**src/rtl/fpx_pkg.sv**
```systemverilog
package fpx_pkg;
    localparam int CSR_W     = 16;
    localparam int FLAG_N    = 6;
    localparam int MASK_LSB  = 7;
    localparam int DAZ_BIT   = 6;
    localparam int FTZ_BIT   = 15;
    localparam logic [CSR_W-1:0] CSR_WR_MASK = 16'h9FFF;
    localparam logic [CSR_W-1:0] CSR_RST     = 16'h1F80;

    typedef enum logic [1:0] {
        ST_IDLE,
        ST_PRE_EVAL,
        ST_WAIT_RES,
        ST_POST_EVAL
    } seq_state_e;

    typedef struct packed {
        logic prec;
        logic unf;
        logic ovf;
        logic dz;
        logic den;
        logic inv;
    } fpx_flags_t;
endpackage

```
**src/rtl/fpx_lane_reduce.sv**
```systemverilog
module fpx_lane_reduce #(
    parameter int LANES = 4
) (
    input  logic [LANES-1:0] active,
    input  logic [LANES-1:0] cond_a,
    input  logic [LANES-1:0] cond_b,
    input  logic [LANES-1:0] cond_c,
    output logic [2:0]       any
);
    logic [LANES-1:0] hit_a, hit_b, hit_c;

    for (genvar g = 0; g < LANES; g++) begin : g_lane
        assign hit_a[g] = cond_a[g] & active[g];
        assign hit_b[g] = cond_b[g] & active[g];
        assign hit_c[g] = cond_c[g] & active[g];
    end

    assign any = {|hit_c, |hit_b, |hit_a};
endmodule

```
**src/rtl/fpx_csr.sv**
```systemverilog
module fpx_csr
    import fpx_pkg::*;
(
    input  logic             clk,
    input  logic             rst_n,
    input  logic             wr_en,
    input  logic [CSR_W-1:0] wr_data,
    input  logic [FLAG_N-1:0] set_flags,
    output logic [CSR_W-1:0] csr_q
);
    logic [CSR_W-1:0] base;

    always_comb begin
        base = wr_en ? (wr_data & CSR_WR_MASK) : csr_q;
    end

    always_ff @(posedge clk) begin
        if (!rst_n) csr_q <= CSR_RST;
        else        csr_q <= base | {{(CSR_W-FLAG_N){1'b0}}, set_flags};
    end

    AST_FLAGS_STICKY: assert property (@(posedge clk) disable iff (!rst_n) !$past(wr_en) |-> ((csr_q[FLAG_N-1:0] & $past(csr_q[FLAG_N-1:0])) == $past(csr_q[FLAG_N-1:0])));
    AST_RESERVED_ZERO: assert property (@(posedge clk) disable iff (!rst_n) csr_q[14:13] == 2'b00);
endmodule

```
**src/rtl/fpx_seq.sv**
```systemverilog
module fpx_seq
    import fpx_pkg::*;
#(
    parameter int LANES = 4
) (
    input  logic              clk,
    input  logic              rst_n,
    input  logic              issue,
    input  logic              res_valid,
    input  logic [LANES-1:0]  lane_active,
    input  logic [LANES-1:0]  pre_inv,
    input  logic [LANES-1:0]  pre_den,
    input  logic [LANES-1:0]  pre_dz,
    input  logic [LANES-1:0]  post_ovf,
    input  logic [LANES-1:0]  post_unf,
    input  logic [LANES-1:0]  post_inx,
    input  logic [FLAG_N-1:0] masks,
    input  logic              daz,
    input  logic              ftz,
    output logic [FLAG_N-1:0] set_flags,
    output logic              busy,
    output logic              trap,
    output logic              trap_phase,
    output logic              wb_commit,
    output logic              wb_suppress,
    output logic [LANES-1:0]  flush_zero
);
    seq_state_e state_q, state_d;

    logic [LANES-1:0] act_q, inv_q, den_q, dz_q, ovf_q, unf_q, inx_q;
    logic             pre_hit_q;
    logic [2:0]       pre_any, post_any;
    logic [LANES-1:0] flush_vec, inx_eff;
    logic             ftz_active;
    fpx_flags_t       pre_f, post_f;
    logic             pre_unm, post_unm;

    // state register
    always_ff @(posedge clk) begin
        if (!rst_n) state_q <= ST_IDLE;
        else        state_q <= state_d;
    end

    always_comb begin
        state_d = state_q;
        unique case (state_q)
            ST_IDLE:      if (issue) state_d = ST_PRE_EVAL;
            ST_PRE_EVAL:  state_d = ST_WAIT_RES;
            ST_WAIT_RES:  if (res_valid) state_d = ST_POST_EVAL;
            ST_POST_EVAL: state_d = ST_IDLE;
            default:      state_d = ST_IDLE;
        endcase
    end

    // capture of lane conditions
    always_ff @(posedge clk) begin
        if (!rst_n) begin
            act_q <= '0; inv_q <= '0; den_q <= '0; dz_q <= '0;
            ovf_q <= '0; unf_q <= '0; inx_q <= '0;
            pre_hit_q <= 1'b0;
        end else begin
            if (state_q == ST_IDLE && issue) begin
                act_q <= lane_active;
                inv_q <= pre_inv;
                den_q <= pre_den;
                dz_q  <= pre_dz;
                pre_hit_q <= 1'b0;
            end
            if (state_q == ST_PRE_EVAL) pre_hit_q <= pre_unm;
            if (state_q == ST_WAIT_RES && res_valid) begin
                ovf_q <= post_ovf;
                unf_q <= post_unf;
                inx_q <= post_inx;
            end
        end
    end

    // flush-to-zero applies only while the underflow mask is set
    assign ftz_active = ftz & masks[4];

    for (genvar g = 0; g < LANES; g++) begin : g_ftz
        assign flush_vec[g] = ftz_active & unf_q[g] & act_q[g];
        assign inx_eff[g]   = inx_q[g] | flush_vec[g];
    end

    fpx_lane_reduce #(.LANES(LANES)) u_pre_red (
        .active (act_q),
        .cond_a (inv_q),
        .cond_b (den_q),
        .cond_c (dz_q),
        .any    (pre_any)
    );

    fpx_lane_reduce #(.LANES(LANES)) u_post_red (
        .active (act_q),
        .cond_a (ovf_q),
        .cond_b (unf_q),
        .cond_c (inx_eff),
        .any    (post_any)
    );

    always_comb begin
        pre_f      = '0;
        pre_f.inv  = pre_any[0];
        pre_f.den  = pre_any[1] & ~daz;
        pre_f.dz   = pre_any[2];
        post_f      = '0;
        post_f.ovf  = post_any[0];
        post_f.unf  = post_any[1];
        post_f.prec = post_any[2];
        pre_unm  = |(pre_f  & ~masks);
        post_unm = |(post_f & ~masks);
    end

    // outputs per state
    always_comb begin
        set_flags   = '0;
        trap        = 1'b0;
        trap_phase  = 1'b0;
        wb_commit   = 1'b0;
        wb_suppress = 1'b0;
        flush_zero  = '0;
        busy        = (state_q != ST_IDLE);
        unique case (state_q)
            ST_IDLE: ;
            ST_PRE_EVAL: begin
                set_flags = pre_f;
                trap      = pre_unm;
            end
            ST_WAIT_RES: ;
            ST_POST_EVAL: begin
                set_flags   = post_f;
                trap        = post_unm;
                trap_phase  = 1'b1;
                wb_commit   = ~pre_hit_q & ~post_unm;
                wb_suppress = pre_hit_q | post_unm;
                flush_zero  = flush_vec;
            end
            default: ;
        endcase
    end

    AST_TRAP_ONE_CYCLE: assert property (@(posedge clk) disable iff (!rst_n) trap |=> !trap);
    AST_PRE_AFTER_ISSUE: assert property (@(posedge clk) disable iff (!rst_n) (trap && !trap_phase) |-> $past(issue));
    AST_POST_AFTER_RES: assert property (@(posedge clk) disable iff (!rst_n) (trap && trap_phase) |-> $past(res_valid));
    AST_FLUSH_NEEDS_FTZ: assert property (@(posedge clk) disable iff (!rst_n) (|flush_zero) |-> ftz);
    AST_DAZ_HIDES_DEN: assert property (@(posedge clk) disable iff (!rst_n) daz |-> !set_flags[1]);
endmodule

```
**src/rtl/simd_fpx_ctrl.sv**
```systemverilog
module simd_fpx_ctrl
    import fpx_pkg::*;
#(
    parameter int LANES = 4
) (
    input  logic             clk,
    input  logic             rst_n,
    input  logic             csr_wr_en,
    input  logic [15:0]      csr_wr_data,
    output logic [15:0]      csr_rd_data,
    input  logic             issue,
    input  logic [LANES-1:0] lane_active,
    input  logic [LANES-1:0] pre_inv,
    input  logic [LANES-1:0] pre_den,
    input  logic [LANES-1:0] pre_dz,
    input  logic             res_valid,
    input  logic [LANES-1:0] post_ovf,
    input  logic [LANES-1:0] post_unf,
    input  logic [LANES-1:0] post_inx,
    output logic             busy,
    output logic             trap,
    output logic             trap_phase,
    output logic             wb_commit,
    output logic             wb_suppress,
    output logic [LANES-1:0] flush_zero
);
    logic [CSR_W-1:0]  csr_q;
    logic [FLAG_N-1:0] set_flags;

    fpx_csr u_csr (
        .clk       (clk),
        .rst_n     (rst_n),
        .wr_en     (csr_wr_en),
        .wr_data   (csr_wr_data),
        .set_flags (set_flags),
        .csr_q     (csr_q)
    );

    fpx_seq #(.LANES(LANES)) u_seq (
        .clk         (clk),
        .rst_n       (rst_n),
        .issue       (issue),
        .res_valid   (res_valid),
        .lane_active (lane_active),
        .pre_inv     (pre_inv),
        .pre_den     (pre_den),
        .pre_dz      (pre_dz),
        .post_ovf    (post_ovf),
        .post_unf    (post_unf),
        .post_inx    (post_inx),
        .masks       (csr_q[MASK_LSB+FLAG_N-1:MASK_LSB]),
        .daz         (csr_q[DAZ_BIT]),
        .ftz         (csr_q[FTZ_BIT]),
        .set_flags   (set_flags),
        .busy        (busy),
        .trap        (trap),
        .trap_phase  (trap_phase),
        .wb_commit   (wb_commit),
        .wb_suppress (wb_suppress),
        .flush_zero  (flush_zero)
    );

    assign csr_rd_data = csr_q;

    AST_COMMIT_QUIET: assert property (@(posedge clk) disable iff (!rst_n) wb_commit |-> (!trap && !wb_suppress));
endmodule

```
**config.mk**
```make
export PLATFORM = sky130hd
export DESIGN_NAME = simd_fpx_ctrl
export DESIGN_NICKNAME = d
export VERILOG_FILES = /design/src/rtl/fpx_pkg.sv /design/src/rtl/fpx_lane_reduce.sv /design/src/rtl/fpx_csr.sv /design/src/rtl/fpx_seq.sv /design/src/rtl/simd_fpx_ctrl.sv
export SDC_FILE = /design/constraint.sdc
export NUM_CORES = 1
export LEC_CHECK = 0
export ABC_AREA = 1
export CAP_MARGIN = 30
export CELL_PAD_IN_SITES_DETAIL_PLACEMENT = 1
export CELL_PAD_IN_SITES_GLOBAL_PLACEMENT = 1
export CORE_MARGIN = 2
export CORE_UTILIZATION = 45
export DETAILED_ROUTE_END_ITERATION = 10
export DONT_BUFFER_PORTS = 1
export PLACE_DENSITY_LB_ADDON = 0.1
export SLEW_MARGIN = 20
export SYNTH_ARGS = -nofsm -noshare
export SYNTH_HDL_FRONTEND = slang
export SYNTH_SLANG_ARGS = --single-unit
```
**constraint.sdc**
```tcl
create_clock -name clk -period 2.4 [get_ports clk]
set_input_delay 0.24 -clock clk [delete_from_list [all_inputs] [get_ports clk]]
set_output_delay 0.24 -clock clk [all_outputs]
set_load 0.1 [all_outputs]
```
# Word-level counts from Yosys, hierarchy flattened
# Cells that the tools add are included.
# Widths: inputs -> output; s select.
[op_classes]
eq_ne = 5
muxes = 12
n_bitwise = 47
n_reduce_logical = 14
[op_table]
columns = ["cell", "n"]
rows = [
  ["$and 1x1->1", 35],
  ["$reduce_or 4->1", 6],
  ["$mux 16", 1],
  ["$or 16x6->16", 1],
  ["$pmux 6 s2", 1],
  ["$reduce_or 6->1", 2],
  ["$pmux 2 s4", 1],
  ["$and 3x6->6", 1],
  ["$and 6x6->6", 1],
  ["$not 6->6", 1],
  ["$mux 1", 5],
  ["$or 1x1->1", 5],
  ["$eq 2x2->1 const B", 2],
  ["$mux 2", 2],
  ["$mux 4", 1],
  ["$ne 2x2->1 const B", 2],
  ["$reduce_bool 2->1", 2],
  ["$not 1->1", 3],
  ["$eq 2x1->1 const B", 1],
  ["$logic_and 1x1->1", 2],
  ["$logic_not 2->1", 1],
  ["$pmux 1 s2", 1],
  ["$reduce_and 2->1", 1],
]
[word_totals]
register_bits = 47
in_bits = 49
output_inout_bits = 25
word_cells = 88

# Depth between registers and ports, before layout
[depth]
ltp_word = 11
ltp_mapped = 8
mapped_depth_nobuf = 8

# Modules after synthesis
# A second synthesis with hierarchy kept.
[unflattened]
hier_cells = 332
area_unflattened_um2 = 2189.6
[by_module_without_submodules]
columns = ["mod", "instances", "cells_each", "area_each_um2"]
rows = [
  ["fpx_seq", 1, 194, 1372.6],
  ["fpx_csr", 1, 84, 614.3],
  ["fpx_lane_reduce", 2, 27, 101.3],
]

# Worst setup path before layout
# Ideal clock, no wire load.
[synth_path]
path_type = "flip-flop to output port"
start = "register u_seq.state_q[0]"
end = "output port flush_zero[0]"
arrival_time_ns = 2.771
required_ns = 2.160
path_slack_ns = -0.611
stages_incl_launch_ff = 4
path_buffers = 0
cell_sequence = "dfxtp_1 -> ha_1 -> nand2_1 -> nor2_1"
[synth_between]
elab_chain_len = 2
[synth_rtl]
columns = ["item", "line_no", "source"]
rows = [
  ["start: declaration", "fpx_seq.sv:28", "seq_state_e state_q, state_d;"],
  ["start signal: assignment", "fpx_seq.sv:41", "else state_q <= state_d;"],
  ["$eq 2x2->1", "fpx_seq.sv:124", "unique case (state_q)"],
  ["$mux 4", "fpx_seq.sv:124", ""],
  ["end: declaration", "simd_fpx_ctrl.sv:25", "output logic [LANES-1:0] flush_zero"],
]
# Every way passes these cells.

# Worst setup path after layout
[layout_path]
start = "register u_seq.state_q[1]"
end = "output port trap"
[layout_between]
elab_chain_len = 2
[layout_rtl]
columns = ["item", "line_no", "source"]
rows = [
  ["$eq 2x2->1 or $eq 2x1->1 (tied branches)", "fpx_seq.sv:124", ""],
  ["$pmux 1 s2 (*)", "fpx_seq.sv:124", ""],
  ["end: declaration", "simd_fpx_ctrl.sv:21", "output logic trap,"],
]
# Mark *: on every way between the ends. The rest lies on a longest branch, timed or not.

==> impl_metrics.env <==
export IMPL_cts_hold_buf=0
export IMPL_whs_ns=0.02582
export IMPL_mostFrequentLayoutCells="nor2_1, nand2_1, dfxtp_1"
export IMPL_nNetsFinal=358
export IMPL_clk_pin_slew_ns=0.08
export IMPL_dp_hpwl_um=3907
export IMPL_fillers=581
export IMPL_initial_core_util_pct=46.21
export IMPL_place_area_mm2=0.002267
export IMPL_drt_first_pass_iters=4
export IMPL_ys_top_cells_by_area="dfxtp_1, nor2_1, nand2_1, o21ai_0, inv_1"
export IMPL_finalHoldViolCount=0
export IMPL_cts_made_buffers=5
export IMPL_cap_violations=0
export IMPL_gp_congestion=0.7660
export IMPL_ff_latch_area_um2=900.9
export IMPL_synthCells=287
export IMPL_crit_type="reg -> out"
export IMPL_grt_ovfl_total=0
export IMPL_syn_area_mm2=0.001998
export IMPL_period_needed_ns=2.053
export IMPL_die_area_mm2=0.004989
export IMPL_crit_arrival_ns=1.81
export IMPL_grt_usage_pct=22.15
export IMPL_utilization_pct=54.28
export IMPL_worstSetupEndpointType="output port"
export IMPL_wl_per_cell_um=14.71
export IMPL_startpoint_type="flop"
export IMPL_post_place_cells=349
export IMPL_layout_cells_non_filler=357
export IMPL_rows=24
export IMPL_setup_viol=0
export IMPL_synthArstFlopShare_pct=0
export IMPL_ctsResizeCount=0
export IMPL_portBuffers=0
export IMPL_antenna_found_initial=0
export IMPL_clock_sinks=45
export IMPL_cts_tree="done"
export IMPL_final_setup_tns_ns=0
export IMPL_cp_required_ns=2.16
export IMPL_p_leak_nw=1.047
export IMPL_final_cell_area_mm2=0.002347
export IMPL_cts_max_level=2
export IMPL_postCtsSetupBuffers=0
export IMPL_rsz0062_at_grt="false"
export IMPL_multi_input_area_um2=958.4
export IMPL_cts_root_buf="clkbuf_8"
export IMPL_ys_ff_latch=45
export IMPL_drive_gt1_share_pct=14.75
export IMPL_ioPinCount=74
export IMPL_status="complete, no violations"
export IMPL_yosysTopAreaCell="dfxtp_1"
export IMPL_clkLatencyLatePin_ns=0.30
export IMPL_routed_via_density=5.160
export IMPL_max_freq_mhz=487.0
export IMPL_core_area_mm2=0.004324
export IMPL_drv_slew=0
export IMPL_drc_errors=0
export IMPL_synth_seq_area_share_pct=45.08
export IMPL_die_x_um=70.64
export IMPL_syn_avg_cell_area_um2=6.962
export IMPL_die_y_um=70.64
export IMPL_ys_flop_type="dfxtp_1"
export IMPL_antenna_left=0
export IMPL_peakVddDrop_uv=1025
export IMPL_diodes=0
export IMPL_route_vias_total=1842
export IMPL_fin_skew_ns=0.004269
export IMPL_synth_distinct_cells=24
export IMPL_worstPathMaxFanout=6
export IMPL_routed_wl_um=5252
export IMPL_yosysWarnings=0
export IMPL_period_share_pct=85.56
export IMPL_area_growth_pct=17.47
export IMPL_synth_top_area_share_pct=45.08
export IMPL_grt_pass1_wl_um=8611
export IMPL_hp_class="in -> reg"
export IMPL_layout_commonest_cell="nor2_1"
export IMPL_reg2reg_slack_ns=0.70
export IMPL_power_density_mw_per_mm2=1014
export IMPL_clockBufferDepth=2
export IMPL_drtIter0Drc=99
export IMPL_grt_max_degree=35
export IMPL_grt_pass1_vias=1916
export IMPL_synth_edf_count=0
[sequential cells by signal, summed over array words and instances (netlist names)]
name / count
u_seq.inx_q: 4
u_seq.unf_q: 4
u_seq.act_q: 4
u_seq.dz_q: 4
u_seq.pre_hit_q: 1
u_seq.ovf_q: 4
u_seq.den_q: 4
u_seq.inv_q: 4
u_seq.state_q: 2
u_csr.csr_q: 14
[cells by family (layout without fill, tap and decap cells)]
logic type | after synthesis | after routing | share of synthesized area [%]
AO/OA/AOI/OAI | 52 | 52 | 13.59
multiplexers | 1 | 1 | 0.5010
adder cells (fa/ha/maj) | 5 | 5 | 3.131
AND/OR/NAND/NOR | 147 | 147 | 29.74
buffers and inverters | 36 | 53 | 7.764
other | 1 | 2 | 0.1877
flip-flops | 45 | 45 | 45.08
[synth_stat cells, types with 5 or more instances]
cell type,instances
a21oi_1,7
a31oi_1,5
clkbuf_1,6
dfxtp_1,45
ha_1,5
inv_1,20
nand2_1,58
nand2_2,6
nand3_1,6
nor2_1,70
o21ai_0,37
[area by class of cell]
| type | instances | area share (%) |
|---|---|---|
| Sequential cell | 45 | 38.38 |
| Tap cell | 52 | 2.772 |
| Inverter | 22 | 3.518 |
| Timing Repair Buffer | 23 | 11.09 |
| Multi-Input combinational cell | 207 | 40.83 |
| Clock buffer | 8 | 3.412 |
[metrics by stage]
| step | total power [mW] | setup slack (ns) |
|---|---|---|
| 2_1_floorplan | 1.741 | 0.03471 |
| 3_3_place_gp | 1.911 | 0.7679 |
| 3_5_place_dp | 1.949 | 0.6831 |
| 4_1_cts | 2.402 | 0.3232 |
| 5_1_grt | 2.536 | 0.1567 |
| 6_report | 2.379 | 0.3466 |
[critical path, stage by stage (launching register included)]
cell and delay (ns):
dfxtp_1 0.34, inv_1 0.13, ha_1 0.28, inv_1 0.06, nor2_1 0.15, nand3_1 0.12
nand3_1 0.11, inv_1 0.05, nand2_1 0.10, buf_12 0.18
[worst paths after layout]
kind	start	depth (start not counted)	to
setup / recovery	u_seq.state_q[1]$_SDFFE_PN0P_	9	trap
hold / removal	rst_n	1	u_csr.csr_q[11]$_SDFFE_PN1P_
setup reg to reg	u_seq.state_q[0]$_SDFFE_PN0P_	6	u_seq.ovf_q[2]$_SDFFE_PN0P_
hold reg to reg	u_seq.dz_q[3]$_SDFFE_PN0P_	2	u_seq.dz_q[3]$_SDFFE_PN0P_
[where the power goes]
group          internal (mW)  total, mW  leakage [nW]  switching [mW]
sequential             0.896       1.01         0.371           0.116
clock                  0.207      0.457        0.0395           0.250
combinational          0.242      0.909         0.636           0.668
[layer usage]
| layer | routed length (um) | vias to the layer above | track usage [%] |
|---|---|---|---|
| met5 | 0 | - | 0 |
| met4 | 109 | 0 | 8.595 |
| met3 | 308 | 10 | 6.980 |
| met2 | 2615 | 47 | 39.10 |
| met1 | 2219 | 854 | 24.93 |
| li1 | - | 931 | - |
(Power assumes the default switching activity.)
